==> src/rtl/ivt_pkg.sv <==
package ivt_pkg;

  typedef enum logic [2:0] {
    MD_TERM   = 3'd0,
    MD_RETRIG = 3'd1,
    MD_RATE   = 3'd2,
    MD_SQUARE = 3'd3,
    MD_SWSTB  = 3'd4,
    MD_HWSTB  = 3'd5
  } ivt_mode_e;

  // Field values 6 and 7 alias the two periodic modes.
  function automatic ivt_mode_e map_mode(input logic [2:0] f);
    case (f)
      3'd6:    return MD_RATE;
      3'd7:    return MD_SQUARE;
      default: return ivt_mode_e'(f);
    endcase
  endfunction

  // Modes whose count restarts on a gate rising edge.
  function automatic logic retrig_mode(input ivt_mode_e m);
    return (m == MD_RETRIG) || (m == MD_RATE) || (m == MD_SQUARE) || (m == MD_HWSTB);
  endfunction

  // Modes that start on a count write and use gate as a count enable.
  function automatic logic level_mode(input ivt_mode_e m);
    return (m == MD_TERM) || (m == MD_RATE) || (m == MD_SQUARE) || (m == MD_SWSTB);
  endfunction

endpackage

==> src/rtl/ivt_gate_edge.sv <==
module ivt_gate_edge (
  input  logic clk,
  input  logic rst_n,
  input  logic gate,
  output logic rise
);
  logic gate_q;

  always_ff @(posedge clk or negedge rst_n) begin
    if (!rst_n) gate_q <= 1'b0;
    else        gate_q <= gate;
  end

  assign rise = gate & ~gate_q;
endmodule

==> src/rtl/ivt_decr.sv <==
module ivt_decr #(
  parameter int CW = 16
) (
  input  logic [CW-1:0] val,
  input  logic          bcd,
  output logic [CW-1:0] dec
);
  localparam int DIG = CW / 4;

  logic [DIG-1:0] bor;
  logic [CW-1:0]  bcd_dec;
  logic [CW-1:0]  bin_dec;

  assign bor[0]  = 1'b1;
  assign bin_dec = val - {{(CW-1){1'b0}}, 1'b1};

  for (genvar g = 0; g < DIG; g++) begin : g_dig
    logic [3:0] d;
    assign d = val[4*g +: 4];
    assign bcd_dec[4*g +: 4] = !bor[g]       ? d :
                               (d == 4'd0)   ? 4'd9 : d - 4'd1;
    if (g < DIG - 1) begin : g_bor
      assign bor[g+1] = bor[g] & (d == 4'd0);
    end
  end

  assign dec = bcd ? bcd_dec : bin_dec;
endmodule

==> src/rtl/ivt_half.sv <==
module ivt_half #(
  parameter int CW = 16
) (
  input  logic [CW-1:0] init,
  input  logic          bcd,
  output logic [CW-1:0] half
);
  localparam int DIG = CW / 4;
  localparam logic [CW-1:0] BIN_MAX_HALF = {1'b1, {(CW-1){1'b0}}};
  localparam logic [CW-1:0] BCD_MAX_HALF = {4'd5, {(CW-4){1'b0}}};

  logic [DIG-1:0] cin;
  logic [CW-1:0]  bcd_half;

  assign cin[DIG-1] = 1'b0;

  // Halve digit by digit from the top: (10*c + d) / 2 = 5*c + d/2.
  for (genvar g = DIG - 1; g >= 0; g--) begin : g_dig
    logic [3:0] d;
    assign d = init[4*g +: 4];
    assign bcd_half[4*g +: 4] = (cin[g] ? 4'd5 : 4'd0) + {1'b0, d[3:1]};
    if (g > 0) begin : g_c
      assign cin[g-1] = d[0];
    end
  end

  always_comb begin
    if (init == '0)  half = bcd ? BCD_MAX_HALF : BIN_MAX_HALF;
    else if (bcd)    half = bcd_half;
    else             half = {1'b0, init[CW-1:1]};
  end
endmodule

==> src/rtl/ivt_channel.sv <==
module ivt_channel
  import ivt_pkg::*;
#(
  parameter int CW = 16
) (
  input  logic          clk,
  input  logic          rst_n,
  input  logic          cnt_en,
  input  logic          gate,
  input  logic          mode_wr,
  input  logic [2:0]    mode_in,
  input  logic          bcd_in,
  input  logic          load_wr,
  input  logic [CW-1:0] load_val,
  output logic [CW-1:0] count_out,
  output logic          out_pin
);
  ivt_mode_e     mode_q, mode_n, mode_new;
  logic          bcd_q, bcd_n;
  logic [CW-1:0] init_q, init_n;
  logic [CW-1:0] cnt_q, cnt_n;
  logic          out_q, out_n;
  logic          run_q, run_n;
  logic          pend_q, pend_n;
  logic          trig_q, trig_n;
  logic          fired_q, fired_n;
  logic          have_q, have_n;

  logic          gate_rise;
  logic [CW-1:0] dec_val;
  logic [CW-1:0] half_val;
  logic          dec_zero;
  logic          start;
  logic          lvl_ok;
  logic [CW-1:0] per_nxt;

  ivt_gate_edge u_edge (
    .clk  (clk),
    .rst_n(rst_n),
    .gate (gate),
    .rise (gate_rise)
  );

  ivt_decr #(.CW(CW)) u_dec (
    .val(cnt_q),
    .bcd(bcd_q),
    .dec(dec_val)
  );

  ivt_half #(.CW(CW)) u_half (
    .init(init_q),
    .bcd (bcd_q),
    .half(half_val)
  );

  assign mode_new = map_mode(mode_in);
  assign dec_zero = (dec_val == '0);
  assign start    = pend_q | (trig_q & retrig_mode(mode_q));
  assign lvl_ok   = !level_mode(mode_q) | gate;
  assign per_nxt  = dec_zero ? init_q : dec_val;

  always_comb begin
    mode_n  = mode_q;
    bcd_n   = bcd_q;
    init_n  = init_q;
    cnt_n   = cnt_q;
    out_n   = out_q;
    run_n   = run_q;
    pend_n  = pend_q;
    trig_n  = trig_q;
    fired_n = fired_q;
    have_n  = have_q;
    if (mode_wr) begin
      mode_n  = mode_new;
      bcd_n   = bcd_in;
      run_n   = 1'b0;
      pend_n  = 1'b0;
      trig_n  = 1'b0;
      have_n  = 1'b0;
      fired_n = 1'b0;
      out_n   = (mode_new != MD_TERM);
    end else begin
      if (load_wr) begin
        init_n = load_val;
        have_n = 1'b1;
        if (level_mode(mode_q)) pend_n = 1'b1;
        if (mode_q == MD_TERM)  out_n  = 1'b0;
      end else if (cnt_en) begin
        if (start) begin
          cnt_n   = init_q;
          pend_n  = 1'b0;
          trig_n  = 1'b0;
          run_n   = 1'b1;
          fired_n = 1'b0;
          out_n   = !((mode_q == MD_TERM) || (mode_q == MD_RETRIG));
        end else begin
          if (((mode_q == MD_SWSTB) || (mode_q == MD_HWSTB)) && !out_q) out_n = 1'b1;
          if (((mode_q == MD_RATE) || (mode_q == MD_SQUARE)) && !gate) out_n = 1'b1;
          if (run_q && lvl_ok) begin
            case (mode_q)
              MD_TERM, MD_RETRIG: begin
                cnt_n = dec_val;
                if (dec_zero) out_n = 1'b1;
              end
              MD_RATE: begin
                cnt_n = per_nxt;
                out_n = !dec_zero;
              end
              MD_SQUARE: begin
                cnt_n = per_nxt;
                out_n = (per_nxt == '0) || (per_nxt > half_val);
              end
              default: begin
                cnt_n = dec_val;
                if (dec_zero && !fired_q && out_q) begin
                  out_n   = 1'b0;
                  fired_n = 1'b1;
                end
              end
            endcase
          end
        end
      end
      if (gate_rise && have_q && retrig_mode(mode_q)) trig_n = 1'b1;
    end
  end

  always_ff @(posedge clk or negedge rst_n) begin
    if (!rst_n) begin
      mode_q  <= MD_TERM;
      bcd_q   <= 1'b0;
      init_q  <= '0;
      cnt_q   <= '0;
      out_q   <= 1'b1;
      run_q   <= 1'b0;
      pend_q  <= 1'b0;
      trig_q  <= 1'b0;
      fired_q <= 1'b0;
      have_q  <= 1'b0;
    end else begin
      mode_q  <= mode_n;
      bcd_q   <= bcd_n;
      init_q  <= init_n;
      cnt_q   <= cnt_n;
      out_q   <= out_n;
      run_q   <= run_n;
      pend_q  <= pend_n;
      trig_q  <= trig_n;
      fired_q <= fired_n;
      have_q  <= have_n;
    end
  end

  assign count_out = cnt_q;
  assign out_pin   = out_q;
endmodule

==> config.mk <==
export PLATFORM = sky130hd
export DESIGN_NAME = ivt_channel
export DESIGN_NICKNAME = d
export VERILOG_FILES = /design/src/rtl/ivt_pkg.sv /design/src/rtl/ivt_gate_edge.sv /design/src/rtl/ivt_decr.sv /design/src/rtl/ivt_half.sv /design/src/rtl/ivt_channel.sv
export SDC_FILE = /design/constraint.sdc
export NUM_CORES = 1
export LEC_CHECK = 0
export BUFFER_PORTS_ARGS = -buffer_cell sky130_fd_sc_hd__buf_2
export CAP_MARGIN = 30
export CORE_ASPECT_RATIO = 1.2
export CORE_MARGIN = 8
export CORE_UTILIZATION = 50
export CTS_CLUSTER_SIZE = 8
export DETAILED_ROUTE_END_ITERATION = 7
export MAX_ROUTING_LAYER = met4
export PLACE_DENSITY = 0.79
export SYNTH_ARGS = -nofsm -noshare
export SYNTH_HDL_FRONTEND = slang
export SYNTH_SLANG_ARGS = --single-unit
==> constraint.sdc <==
create_clock -name clk -period 4.2 [get_ports clk]
set_clock_uncertainty 0.2 [all_clocks]
set_input_delay 0.21 -clock clk [delete_from_list [all_inputs] [get_ports clk]]
set_output_delay 0.21 -clock clk [all_outputs]
set_load 0.01 [all_outputs]
-- Word level (Yosys, flattened, before mapping)
Index checks and enable logic that the tools add are counted.
- memory bits (read-only): 0
- memory bits (writable): 0
- memories: 0
- bits in latches: 0
- word-level logic and storage cells: 144
- register bits after elaboration: 43
- output and inout bits: 17
- divide/modulo/power cells: 0
- equal/unequal tests: 12
- shift-type cells: 0
- bitwise logic cells: 9
- multipliers: 0
- add/sub/neg operators: 8
- order comparisons: 1
- reduce and logical (&&, ||, !) cells: 52
- mux-type cells: 51
- operator list (operator ; count):
    $mux W16 ; 7
    $logic_not A16 Y1 ; 3
    $mux W1 ; 31
    $mux W4 ; 7
    $reduce_bool A3 Y1 ; 7
    $gt A16 B16 Y1 ; 1
    $logic_not A4 Y1 ; 4
    $sub A16 B1 Y16 const B ; 1
    $sub A4 B1 Y4 const B ; 4
    $add A4 B3 Y4 ; 3
    $eq A3 B3 Y1 const B ; 4
    $mux W12 ; 1
    $logic_or A1 B1 Y1 ; 10
    $mux W3 ; 3
    $ne A3 B2 Y1 const B ; 3
    $reduce_and A3 Y1 ; 3
    $reduce_bool A2 Y1 ; 4
    $logic_and A1 B1 Y1 ; 7
    $eq A3 B2 Y1 const B ; 2
    $logic_not A1 Y1 ; 6
    $pmux W3 S2 ; 1
    $reduce_and A5 Y1 ; 1
    $and A1 B1 Y1 ; 4
    $reduce_and A2 Y1 ; 2
    other kinds (10) ; 14

-- Logic depth before layout (Yosys ltp)
- depth after elaboration: 15
- gate-level depth with buffers: 21
- depth with buffers taken out: 19

-- Hierarchy
Synthesis repeated with hierarchy kept, for this count alone.
- cells, all modules: 370
- area, all modules: 3428.3 µm²
- modules (own cells, without submodules) (module ; times used ; area an instance (µm²) ; sequential area each (µm²) ; cells each):
    ivt_channel ; 1 ; 2544.9 ; 1052.3 ; 254
    ivt_decr ; 1 ; 432.9 ; 0.0 ; 62
    ivt_half ; 1 ; 411.6 ; 0.0 ; 52
    ivt_gate_edge ; 1 ; 38.8 ; 25.0 ; 2

-- Worst setup path after synthesis
Ideal clock, no wire load.
- kind: reg2reg
- start: register cnt_q[0], in the netlist count_out[0]
- end: register out_q, in the netlist out_pin
- path slack: -0.035 ns
- library setup time: 0.091 ns
- arrival: 3.944 ns
- cell stages (with the launch flop): 21
- cells stage by stage: dfrtp_1 inv_1 ha_1 and2_1 o311ai_0 nor4b_1 nand4_1 nor4_2 and2_1 buf_6 mux2_2 ha_1 nor2b_1 o21ai_0 nand2b_1 a31oi_1 o21ai_0 o211ai_1 nand2_1 o21ai_1 a221oi_1
- word-level cells in the longest chain between the ends: 15
- elaborated cells between the ends (all ways): 26
- those cells by class: 2 x add/sub; 1 x order compare; 14 x mux; 2 x bitwise; 7 x reduce/logical
- ends and longest elaborated chain (element ; line ; text):
    from (decl) ; ivt_channel.sv:21 ; logic [CW-1:0] cnt_q, cnt_n;
    from (signal assigned) ; ivt_channel.sv:144 ; cnt_q <= cnt_n;
    branches (longest 4 deep; another with $sub A16 B1 Y16) ; -- ;
    $mux W16 * ; ivt_decr.sv:27 ; assign dec = bcd ? bcd_dec : bin_dec;
    $logic_not A16 Y1 ; ivt_channel.sv:57 ; assign dec_zero = (dec_val == '0);
    $mux W16 / $logic_and A1 B1 Y1 (equally long branches) ; ivt_channel.sv:60, ivt_channel.sv:115 ;
    $gt A16 B16 Y1, or another cell as far along ; ivt_channel.sv:111 ; out_n = (per_nxt == '0) || (per_nxt > half_val);
    $logic_or A1 B1 Y1 / $mux W1 (equally long branches) ; ivt_channel.sv:111, ivt_channel.sv:115 ;
    $pmux W1 S3 * ; ivt_channel.sv:100 ; case (mode_q)
    $mux W1 * ; ivt_channel.sv:99 ; if (run_q && lvl_ok) begin
    $mux W1 * ; ivt_channel.sv:89 ; if (start) begin
    $mux W1 * ; ivt_channel.sv:88 ; end else if (cnt_en) begin
    $mux W1 * ; ivt_channel.sv:83 ; if (load_wr) begin
    $mux W1 * ; ivt_channel.sv:73 ; if (mode_wr) begin
    to (signal assigned) ; ivt_channel.sv:145 ; out_q <= out_n;
    to (decl) ; ivt_channel.sv:22 ; logic out_q, out_n;
Every way passes the cells marked *. The select of a mux whose other input is x is not followed.
A chain may end at the register's enable or synchronous reset.

-- Final worst setup path
- start: register cnt_q[2], in the netlist count_out[2]
- end: register out_q, in the netlist out_pin
The elaborated chain is that of the path after synthesis.

==> results.sh <==
export IMPL_internal_power_mw=1.43
export IMPL_rr_startpoint="count_out[2]"
export IMPL_design_die_area_mm2=0.0101
export IMPL_final_area_mm2=0.00465
export IMPL_regToRegEndpoint="out_pin"
export IMPL_cells_after_synthesis=420
export IMPL_final_period_utilization=0.978
export IMPL_worst_setup_path_endpoint="out_pin"
export IMPL_synth_top_area_cell="dfrtp_1"
export IMPL_post_synth_num_cell_types=66
export IMPL_synth_enable_flop_cells=0
export IMPL_cp_required_ns=4.22
export IMPL_antenna_found_initial=0
export IMPL_post_synth_main_area_contributors="dfrtp_1 29%, ha_1 9.8%, mux2_2 7.2%"
export IMPL_grt_start_max_net_pins=44
export IMPL_placement_io_buffers=42
export IMPL_initial_core_util=0.503
export IMPL_unrepaired_setup_endpoints_after_global_routing="yes"
export IMPL_htreeDepth=2
export IMPL_finish_net_count=577
export IMPL_gr_usage_all_layers=0.221
export IMPL_first_global_vias=3685
export IMPL_drt_first_iter_violations=433
export IMPL_routed_via_count=3726
export IMPL_top_count_cell_post_synth="nand2_1"
export IMPL_worst_slew_margin_rel=0.607
export IMPL_wl_per_cell_um=17.5
export IMPL_synth_area_per_cell_um2=8.51
export IMPL_netlist_top_cells_count="49 x nand2_1, 42 x dfrtp_1, 38 x nor2_1, 28 x ha_1, 27 x a21oi_1"
export IMPL_worstRegToRegCells=19
export IMPL_switching_share=0.436
export IMPL_cts_root_buf="clkbuf_8"
export IMPL_ys_warnings_count=0
export IMPL_cp_data_arrival_time_ns=4.13
export IMPL_worstPathMaxFanout=8
export IMPL_hold_viol=0
export IMPL_antenna_cells_inserted=0
export IMPL_total_leakage_power_nw=2.02
export IMPL_layout_core_utilization=0.654
export IMPL_routed_wl_um=10700
export IMPL_worstSetupStartpoint="count_out[2]"
export IMPL_pin_count=43
export IMPL_num_fill_cells=575
export IMPL_yosysSeqAreaShare=0.301
export IMPL_result_of_the_run="completed"
export IMPL_cellPowerDensity_mw_per_mm2=545
export IMPL_prevailing_post_synth_register_cell="dfrtp_1"
export IMPL_maxSlewViolCount=0
export IMPL_ant_nets=0
export IMPL_tritoncts_clock_tree="done"
export IMPL_firstDrtPassIters=5
export IMPL_place_detailed_hpwl_um=7830
export IMPL_power_switching_mw=1.10
export IMPL_area_growth_syn_to_layout_pct=29.9
export IMPL_p_total_mw=2.53
export IMPL_core_area_mm2=0.00710
export IMPL_dieWidth_um=93.2
export IMPL_global_route_wire_length_before_repair_um=17800
export IMPL_critPathCaptureType="flip-flop"
export IMPL_worst_supply_voltage_drop_on_vdd_v=0.000280
export IMPL_min_path_type="input pin to async pin"
export IMPL_routabilityCongestion=0.920
export IMPL_max_slew_worst_pin_slew_ns=0.589
export IMPL_clock_sinks=43
export IMPL_numCtsBuffers=5
export IMPL_synth_async_reset_ratio=1.00
export IMPL_drc=0
export IMPL_proportion_of_power_drawn_by_flip_flops_and_latches=0.260
export IMPL_post_synth_top_area_fraction=0.294
export IMPL_final_setup_viol_count=0
export IMPL_drv_cap=0
export IMPL_syn_nets=474
export IMPL_floorplan_die_height_um=109
export IMPL_synth_ff_latch_count=43
export IMPL_worstSetupStartpointType="flip-flop"
export IMPL_placedInstanceArea_mm2=0.00417
export IMPL_worstSetupPathType="flip-flop to flip-flop"
export IMPL_cts_buffer_depth=2
export IMPL_overflow_after_grt=0
export IMPL_clk_insertion_delay_late_ns=0.30
export IMPL_post_drt_via_cell_ratio=6.07
export IMPL_clkPwrFrac=0.115
export IMPL_final_layout_size_suffix_gt1_frac=0.313
export IMPL_reg2reg_slack_ns=0.09
export IMPL_std_cell_rows=34
export IMPL_synth_area_mm2=0.00358
export IMPL_achievable_frequency_mhz=243
export IMPL_clk_pin_slew_ns=0.09
export IMPL_gate_power_share=0.625
export IMPL_finalCriticalPeriod_ns=4.11
[critical path: stages, from the launching register on]
cell,delay [ns]
dfrtp_2,0.47
or4_4,0.58
a2111oi_4,0.28
xnor2_2,0.18
o211ai_2,0.13
nor4_2,0.26
and2_4,0.21
buf_4,0.15
buf_4,0.13
nand2_1,0.05
nand2_1,0.08
ha_1,0.25
a21oi_1,0.19
nor3_1,0.07
nor4_1,0.20
o21ai_1,0.13
o211ai_1,0.18
nand2_1,0.07
o21ai_1,0.13
a221oi_1,0.09
[power groups by stage]
stage               registers (mW)  logic [mW]  clock network [mW]
floorplan                    0.659       0.853                   0
global placement             0.649        1.39                   0
detailed placement           0.655        1.42                   0
CTS                          0.648        1.48               0.301
global route                 0.674        1.74               0.316
finish                       0.659        1.58               0.291
[placed cells by master, fill, tap and decap left out, types with 3 or more instances in the layout]
| cell | n |
|---|---|
| nand2b_1 | 3 |
| nor2_1 | 37 |
| clkbuf_8 | 7 |
| nor4_1 | 9 |
| mux2_2 | 23 |
| or3_1 | 3 |
| a21oi_1 | 25 |
| nor4_2 | 3 |
| buf_2 | 42 |
| a31oi_1 | 6 |
| o21ai_1 | 5 |
| dfrtp_1 | 40 |
| buf_4 | 56 |
| a221oi_1 | 4 |
| nand2_1 | 48 |
| ha_1 | 27 |
| nor2b_1 | 4 |
| a21o_1 | 3 |
| a211o_1 | 5 |
| xnor2_1 | 6 |
| o211ai_1 | 9 |
| o21ai_0 | 23 |
| mux2i_1 | 7 |
| nor3_1 | 9 |
| inv_1 | 12 |
| nand3_1 | 8 |
| o22ai_1 | 3 |
| dlygate4sd3_1 | 22 |
| nand4_1 | 8 |
[what timing repair did]
action	4_1_cts	5_1_grt
hold buffers	22	0
setup buffers	0	7
endpoints found under the hold margin	63	0
gates resized for setup	7	15
endpoints found under the setup margin	1	1
pin swaps	2	13
[cell type report]
| class | count | area (µm²) | share of cell area |
|---|---|---|---|
| Multi-Input combinational cell | 337 | 2420 | 0.520 |
| Sequential cell | 43 | 1080 | 0.232 |
| Timing Repair Buffer | 122 | 882 | 0.190 |
| Tap cell | 90 | 113 | 0.0242 |
| Clock buffer | 8 | 100 | 0.0215 |
| Inverter | 14 | 55.1 | 0.0119 |
[cell families (layout without fill, tap and decap cells)]
family | after synthesis | in the layout | synth area share
muxes | 30 | 30 | 0.0920
DFF | 43 | 43 | 0.301
buffers and inverters | 40 | 144 | 0.0528
AOI/OAI and AO/OA | 109 | 109 | 0.207
xor gates and xnor gates | 9 | 9 | 0.0220
adders and majority gates | 28 | 28 | 0.0980
and+or+nand+nor | 161 | 161 | 0.226
[worst min-delay path by stage]
| stage | from | endpoint | slack (ns) | cells past startpoint |
|---|---|---|---|---|
| finish | rst_n | count_out[15] | 0.03 | 2 |
| global route | rst_n | count_out[15] | 0.04 | 2 |
| CTS | load_wr | have_q | 0.03 | 3 |
| detailed placement | gate | u_edge.gate_q | 0.17 | 1 |
| global placement | gate | u_edge.gate_q | 0.17 | 1 |
| floorplan | rst_n | bcd_q | -0.29 | 0 |
[per-stage QoR]
stage	instances	setup TNS, ns	setup WS, ns	hold WS [ns]
after floorplan	420	0	0.00601	-0.286
after global placement	576	-0.0209	-0.0209	0.173
after detailed placement	576	-0.111	-0.111	0.175
after CTS	606	0	0.00483	0.0278
after global routing	614	-0.126	-0.126	0.0352
final	614	0	0.0925	0.0347
[routing by layer]
metal | track usage | vias up | share of wire
met5 | - | - | 0
met3 | 0.0241 | 33 | 0.052
met2 | 0.378 | 159 | 0.51
met1 | 0.261 | 1764 | 0.41
met4 | 0.0854 | 0 | 0.029
li1 | - | 1770 | -
No activity file was read; power rests on OpenSTA's default activity.
